--- src/rtl/mdio_pkg.sv ---
package mdio_pkg;

  localparam int DIV_CODE_W = 3;

  typedef enum logic [1:0] {
    OP_WRITE = 2'b01,
    OP_READ  = 2'b10
  } mdio_op_e;

  // System clocks per management clock period for each select code.
  function automatic int unsigned div_of_code(input logic [DIV_CODE_W-1:0] code);
    case (code)
      3'd0:    return 8;
      3'd1:    return 16;
      3'd2:    return 32;
      3'd3:    return 48;
      3'd4:    return 64;
      3'd5:    return 96;
      3'd6:    return 128;
      default: return 224;
    endcase
  endfunction

endpackage

--- src/rtl/mdio_clkdiv.sv ---
module mdio_clkdiv
  import mdio_pkg::*;
#(
  parameter int CNT_W = 8
) (
  input  logic                  clk,
  input  logic                  rst,
  input  logic                  start,
  input  logic                  run,
  input  logic [DIV_CODE_W-1:0] div_code,
  output logic                  mdc,
  output logic                  rise_ev,
  output logic                  fall_ev
);

  logic [CNT_W-1:0] half_q;
  logic [CNT_W-1:0] cnt_q;
  logic             tick;

  assign tick    = run && (cnt_q == (half_q - 1'b1));
  assign rise_ev = tick && !mdc;
  assign fall_ev = tick && mdc;

  always_ff @(posedge clk) begin
    if (rst) begin
      half_q <= '0;
      cnt_q  <= '0;
      mdc    <= 1'b0;
    end else if (start) begin
      // divisor is captured here and held for the whole frame
      half_q <= CNT_W'(div_of_code(div_code) >> 1);
      cnt_q  <= '0;
      mdc    <= 1'b0;
    end else if (run) begin
      if (tick) begin
        cnt_q <= '0;
        mdc   <= ~mdc;
      end else begin
        cnt_q <= cnt_q + 1'b1;
      end
    end else begin
      cnt_q <= '0;
      mdc   <= 1'b0;
    end
  end

  // clock parked low outside a frame
  p_mdc_low_idle_r9: assert property (@(posedge clk) disable iff (rst)
    !run |-> !mdc);

  // half-period counter never passes its limit
  p_cnt_bound_r2: assert property (@(posedge clk) disable iff (rst)
    run |-> (cnt_q < half_q));

  // every clock edge restarts the half-period count
  p_toggle_restart_r2: assert property (@(posedge clk) disable iff (rst)
    (run && $past(run) && (mdc != $past(mdc))) |-> (cnt_q == '0));

endmodule

--- src/rtl/mdio_shifter.sv ---
module mdio_shifter
  import mdio_pkg::*;
#(
  parameter int ADDR_W  = 5,
  parameter int DATA_W  = 16,
  parameter int PRE_LEN = 32,
  localparam int WORD_W = 2 * ADDR_W + DATA_W + 6
) (
  input  logic              clk,
  input  logic              rst,
  input  logic              start,
  input  logic [WORD_W-1:0] cmd,
  input  logic              rise_ev,
  input  logic              fall_ev,
  input  logic              mdio_i,
  output logic              busy,
  output logic              mdio_o,
  output logic              mdio_oe,
  output logic              done,
  output logic [DATA_W-1:0] rx_data
);

  localparam int FRAME_W = PRE_LEN + WORD_W;
  localparam int IDX_W   = $clog2(FRAME_W);
  localparam int REG_LSB = DATA_W + 2;
  localparam int PHY_LSB = REG_LSB + ADDR_W;
  localparam int OP_LSB  = PHY_LSB + ADDR_W;
  localparam logic [IDX_W-1:0] LAST_IDX = IDX_W'(FRAME_W - 1);
  localparam logic [IDX_W-1:0] REL_IDX  = IDX_W'(FRAME_W - DATA_W - 2);
  localparam logic [IDX_W-1:0] DAT_IDX  = IDX_W'(FRAME_W - DATA_W);

  logic [FRAME_W-1:0] frame;
  logic [FRAME_W-1:0] sr_q;
  logic [IDX_W-1:0]   bidx_q;
  logic               rd_q;

  assign frame = {{PRE_LEN{1'b1}}, 2'b01, cmd[OP_LSB +: 2],
                  cmd[PHY_LSB +: ADDR_W], cmd[REG_LSB +: ADDR_W],
                  2'b10, cmd[DATA_W-1:0]};

  assign done = busy && fall_ev && (bidx_q == LAST_IDX);

  always_ff @(posedge clk) begin
    if (rst) begin
      busy    <= 1'b0;
      mdio_o  <= 1'b1;
      mdio_oe <= 1'b0;
      sr_q    <= '0;
      bidx_q  <= '0;
      rd_q    <= 1'b0;
      rx_data <= '0;
    end else if (start) begin
      busy    <= 1'b1;
      rd_q    <= (cmd[OP_LSB +: 2] == OP_READ);
      sr_q    <= frame;
      mdio_o  <= frame[FRAME_W-1];
      mdio_oe <= 1'b1;
      bidx_q  <= '0;
    end else if (busy) begin
      if (rise_ev && rd_q && (bidx_q >= DAT_IDX))
        rx_data <= {rx_data[DATA_W-2:0], mdio_i};
      if (fall_ev) begin
        if (bidx_q == LAST_IDX) begin
          busy    <= 1'b0;
          mdio_oe <= 1'b0;
          bidx_q  <= '0;
        end else begin
          bidx_q  <= bidx_q + 1'b1;
          sr_q    <= sr_q << 1;
          mdio_o  <= sr_q[FRAME_W-2];
          mdio_oe <= !(rd_q && ((bidx_q + 1'b1) >= REL_IDX));
        end
      end
    end
  end

  // line released from turnaround onward during a read
  p_release_read_r6: assert property (@(posedge clk) disable iff (rst)
    (busy && rd_q && (bidx_q >= REL_IDX)) |-> !mdio_oe);

  // line released outside a frame
  p_idle_released_r9: assert property (@(posedge clk) disable iff (rst)
    !busy |-> !mdio_oe);

  // a start drives the first preamble one at once
  p_start_drives_r3: assert property (@(posedge clk) disable iff (rst)
    start |=> (busy && mdio_oe && mdio_o));

  // preamble bits are all ones
  p_preamble_ones_r4: assert property (@(posedge clk) disable iff (rst)
    (busy && (bidx_q < IDX_W'(PRE_LEN))) |-> mdio_o);

endmodule

--- src/rtl/mdio_master.sv ---
module mdio_master
  import mdio_pkg::*;
#(
  parameter int ADDR_W  = 5,
  parameter int DATA_W  = 16,
  parameter int PRE_LEN = 32,
  parameter int CNT_W   = 8,
  localparam int WORD_W = 2 * ADDR_W + DATA_W + 6
) (
  input  logic                  clk,
  input  logic                  rst,
  input  logic                  wr_en,
  input  logic [WORD_W-1:0]     wr_data,
  input  logic [DIV_CODE_W-1:0] div_code,
  output logic [WORD_W-1:0]     rd_word,
  output logic                  idle,
  output logic                  mdc,
  output logic                  mdio_o,
  output logic                  mdio_oe,
  input  logic                  mdio_i
);

  localparam int OP_LSB = DATA_W + 2 + 2 * ADDR_W;

  logic              busy;
  logic              start;
  logic              rise_ev;
  logic              fall_ev;
  logic              done;
  logic [DATA_W-1:0] rx_data;

  assign start = wr_en && !busy;
  assign idle  = !busy;

  mdio_clkdiv #(
    .CNT_W(CNT_W)
  ) clkdiv_i (
    .clk     (clk),
    .rst     (rst),
    .start   (start),
    .run     (busy),
    .div_code(div_code),
    .mdc     (mdc),
    .rise_ev (rise_ev),
    .fall_ev (fall_ev)
  );

  mdio_shifter #(
    .ADDR_W (ADDR_W),
    .DATA_W (DATA_W),
    .PRE_LEN(PRE_LEN)
  ) shifter_i (
    .clk    (clk),
    .rst    (rst),
    .start  (start),
    .cmd    (wr_data),
    .rise_ev(rise_ev),
    .fall_ev(fall_ev),
    .mdio_i (mdio_i),
    .busy   (busy),
    .mdio_o (mdio_o),
    .mdio_oe(mdio_oe),
    .done   (done),
    .rx_data(rx_data)
  );

  always_ff @(posedge clk) begin
    if (rst) begin
      rd_word <= '0;
    end else if (start) begin
      rd_word <= wr_data;
    end else if (done && (rd_word[OP_LSB +: 2] == OP_READ)) begin
      rd_word[DATA_W-1:0] <= rx_data;
    end
  end

  // command word held for the whole frame, host writes ignored
  p_busy_write_ignored_r8: assert property (@(posedge clk) disable iff (rst)
    busy |=> ($stable(rd_word) || !busy));

  // driven data only moves with a falling management clock
  p_mdio_on_fall_r5: assert property (@(posedge clk) disable iff (rst)
    (mdio_oe && $past(mdio_oe) && (mdio_o != $past(mdio_o))) |-> $fell(mdc));

  // frame ends only on a falling management clock
  p_end_on_fall_r7: assert property (@(posedge clk) disable iff (rst)
    $fell(busy) |-> $fell(mdc));

endmodule

--- config.mk ---
export PLATFORM = sky130hd
export DESIGN_NAME = mdio_master
export DESIGN_NICKNAME = d
export VERILOG_FILES = /design/src/rtl/mdio_pkg.sv /design/src/rtl/mdio_clkdiv.sv /design/src/rtl/mdio_shifter.sv /design/src/rtl/mdio_master.sv
export SDC_FILE = /design/constraint.sdc
export NUM_CORES = 1
export LEC_CHECK = 0
export ABC_AREA = 1
export ABC_CLOCK_PERIOD_IN_PS = 3340
export BUFFER_PORTS_ARGS = -buffer_cell sky130_fd_sc_hd__buf_4
export CORE_ASPECT_RATIO = 0.8
export CORE_MARGIN = 8
export CORE_UTILIZATION = 60
export DETAILED_ROUTE_END_ITERATION = 8
export GPL_ROUTABILITY_DRIVEN = 1
export MAX_ROUTING_LAYER = met4
export PLACE_DENSITY = 0.9
export SETUP_SLACK_MARGIN = 0.02
export SYNTH_ARGS = -nofsm -noshare
export SYNTH_HDL_FRONTEND = slang
export SYNTH_SLANG_ARGS = --single-unit
--- constraint.sdc ---
create_clock -name clk -period 3.34 [get_ports clk]
set_clock_uncertainty 0.2 [all_clocks]
set_input_delay 0.668 -clock clk [delete_from_list [all_inputs] [get_ports clk]]
set_output_delay 0.668 -clock clk [all_outputs]
set_load 0.005 [all_outputs]
==> flow_summary.json <==
{
  "drcViolationCount": 0,
  "port_buffers": 74,
  "p_total_uw": 3975,
  "synthCells": 717,
  "drt_first_pass_iters": 5,
  "final.setup.tns_ns": 0,
  "cts_resized": 0,
  "finalCriticalPeriod_ns": 2.984,
  "coreArea_um2": 8999,
  "cp.required_ns": 3.47,
  "grtUsageTotal_pct": 24.16,
  "htreeDepth": 4,
  "yosysTopAreaCell": "dfxtp_1",
  "avgViaCountPerCell": 5.699,
  "final-seq-area_um2": 2703,
  "final_hold_viol_count": 0,
  "overflow": 0,
  "async_flop_share_pct": 0,
  "synthFlopType": "dfxtp_1",
  "synthToLayoutAreaGrowth_pct": 20.81,
  "final_util_pct": 74.35,
  "ys_seq_area_share_pct": 48.80,
  "post-synth-top-area-fraction_pct": 48.80,
  "die_h_um": 101.9,
  "reg2regPathDepth": 7,
  "min_path_type": "reg -> reg",
  "worstMarginPinSlew_ns": 1.197,
  "syn_area_per_cell_um2": 7.724,
  "yosysWarnings": 0,
  "cp-end-kind": "register",
  "synthTopCellsByArea": "dfxtp_1 49%, nand2_1 10%, a21oi_1 5.9%",
  "multi_input_area_um2": 2480,
  "synth-edff-count": 0,
  "yosys.cell_count.top_type": "nand2_1",
  "clock_sinks": 135,
  "slew_headroom_pct": 20.14,
  "setup_viol_count_final": 0,
  "netlist_area_um2": 5538,
  "cp.arrival_ns": 3.12,
  "grt_max_degree": 48,
  "placed_cells": 870,
  "grt_pass1_wl_um": 23720,
  "crit_slowest_cell": "nor2_2",
  "cts_tree": "built",
  "num_rows": 31,
  "p_leak_uw": 0.002729,
  "diodes": 0,
  "reg2reg_from": "shifter_i.bidx_q[0]",
  "reg2reg_to": "shifter_i.sr_q[12]",
  "powerDensity_nw_per_um2": 594.2,
  "slowest_delay_ns": 0.91,
  "drt-total-wl_um": 14440,
  "die_area_um2": 12580,
  "initial_utilization_pct": 61.54,
  "worstSetupPathType": "reg -> reg",
  "synthDistinctLibCells": 32,
  "rsz0062_at_grt": "false",
  "place_hpwl_um": 8645,
  "place.gp.congestion": 0.9297,
  "ioPinCount": 75,
  "grt_pass1_vias": 5029,
  "ys_ff_latch": 135,
  "crit_chain": "ha_1 -> nand3_1 -> nor2_1 -> nor2_4 -> nor2_2 -> nand2_1 -> a21oi_1",
  "die_x_um": 123.4,
  "antenna_found_initial": 0,
  "clock_latency_ns": 0.42,
  "syn_nets": 760,
  "fmax_ghz": 0.3351,
  "post_cts_buffers": 0,
  "layoutNonFillerInstCount": 899,
  "ant_nets": 0,
  "netlist_top_cells_count": "151 x nand2_1, 135 x dfxtp_1, 74 x nor2_1, 65 x a21oi_1, 41 x inv_1",
  "path_max_fanout": 29,
  "cts_root_buf": "clkbuf_16",
  "final_nets": 817,
  "cts_hold_buf": 0,
  "cts_buffer_depth": 2,
  "ir_drop_mv": 0.5489,
  "max-cap-violations": 0,
  "rrSetupSlack_ns": 0.36,
  "drv_slew": 0,
  "status": "finished clean",
  "wl_per_cell_um": 16.06,
  "dr_total_vias": 5123,
  "start_kind": "register",
  "min_path_cells": 1,
  "crit_end": "shifter_i.sr_q[12]",
  "n_fill_cell": 618,
  "cp-startpoint": "shifter_i.bidx_q[0]",
  "drive_above_1_share_pct": 16.07,
  "clkSlewWorstSetupHoldPaths_ns": 0.06,
  "numCtsBuffers": 17,
  "period_share_pct": 89.34,
  "drt_iter0_markers": 708
}
-- flip-flops by register name (all words and copies together), names as in the netlist, 5 cells and up --
register,cells
shifter_i.rx_data,16
shifter_i.sr_q,63
shifter_i.bidx_q,6
clkdiv_i.half_q,5
rd_word,32
clkdiv_i.cnt_q,8
-- worst max-delay path, delay by kind of cell, from the launching register on --
family	cells	cell delay [ns]
and+or+nand+nor	5	1.84
AOI/OAI and AO/OA	1	0.23
adders and majority gates	1	0.21
DFF	1	0.41
-- layout by cell type (no fill, tap or decap), types with 3 or more instances in the layout --
cell,count
a211oi_1,17
a21oi_1,65
a22o_1,4
buf_4,81
bufinv_16,3
clkbuf_16,17
clkinv_4,4
clkinvlp_4,3
dfxtp_1,135
ha_1,4
inv_1,41
inv_2,5
nand2_1,151
nand3_1,31
nand4_1,3
nor2_1,73
nor2_2,3
nor2_4,3
nor3_1,33
o21a_1,26
o21ai_0,30
o21ai_1,28
xor2_1,8
-- metrics by stage --
| step | hold slack (ns) | cell area, um^2 | setup slack [ns] |
|---|---|---|---|
| global placement | 0.2265 | 6107 | 0.6528 |
| global route | 0.2752 | 6690 | 0.1549 |
| CTS | 0.2597 | 6690 | 0.3762 |
| finish | 0.2590 | 6690 | 0.3559 |
| detailed placement | 0.2473 | 6107 | 0.5195 |
| floorplan | 0.2179 | 5538 | 1.134 |
-- cells by family (layout without fill, tap and decap cells) --
kind of cell / Yosys count / count (layout) / share of synthesized area, %
XOR/XNOR: 8 / 8 / 1.265
AO/OA/AOI/OAI: 175 / 175 / 18.26
buffers and inverters: 89 / 156 / 6.462
flip-flops: 135 / 135 / 48.80
adder cells (fa/ha/maj): 4 / 4 / 0.9038
AND/OR/NAND/NOR: 306 / 306 / 24.31
-- final cells by class --
cell class              instances  area share (%)
well taps                     115           2.151
flip-flops and latches        135           40.40
clock buffers                  17           6.359
multi-input cells             493           37.07
repair buffers                 81           9.089
clock inverters                12           2.356
inverters                      46           2.581
-- worst min path at each step --
stage / from / end / slack (ns)
detailed placement: clkdiv_i.cnt_q[0] / clkdiv_i.cnt_q[0] / 0.25
global placement: clkdiv_i.cnt_q[0] / clkdiv_i.cnt_q[0] / 0.23
finish: clkdiv_i.cnt_q[0] / clkdiv_i.cnt_q[0] / 0.26
CTS: clkdiv_i.cnt_q[0] / clkdiv_i.cnt_q[0] / 0.26
global route: shifter_i.sr_q[27] / shifter_i.sr_q[27] / 0.28
floorplan: clkdiv_i.cnt_q[0] / clkdiv_i.cnt_q[0] / 0.22
-- layer usage --
metal | vias up | GRT usage [%] | routed length [um]
met2 | 204 | 39.88 | 7016
met3 | 41 | 5.577 | 809
met1 | 2380 | 28.36 | 6229
met4 | 0 | 8.680 | 383
met5 | - | - | 0
li1 | 2498 | - | -
-- report_power, final --
group | total (uW) | switching [uW] | internal [uW]
clock | 1850 | 692 | 1160
sequential | 1750 | 54.6 | 1700
combinational | 369 | 216 | 154
No activity file was read; power rests on OpenSTA's default activity.
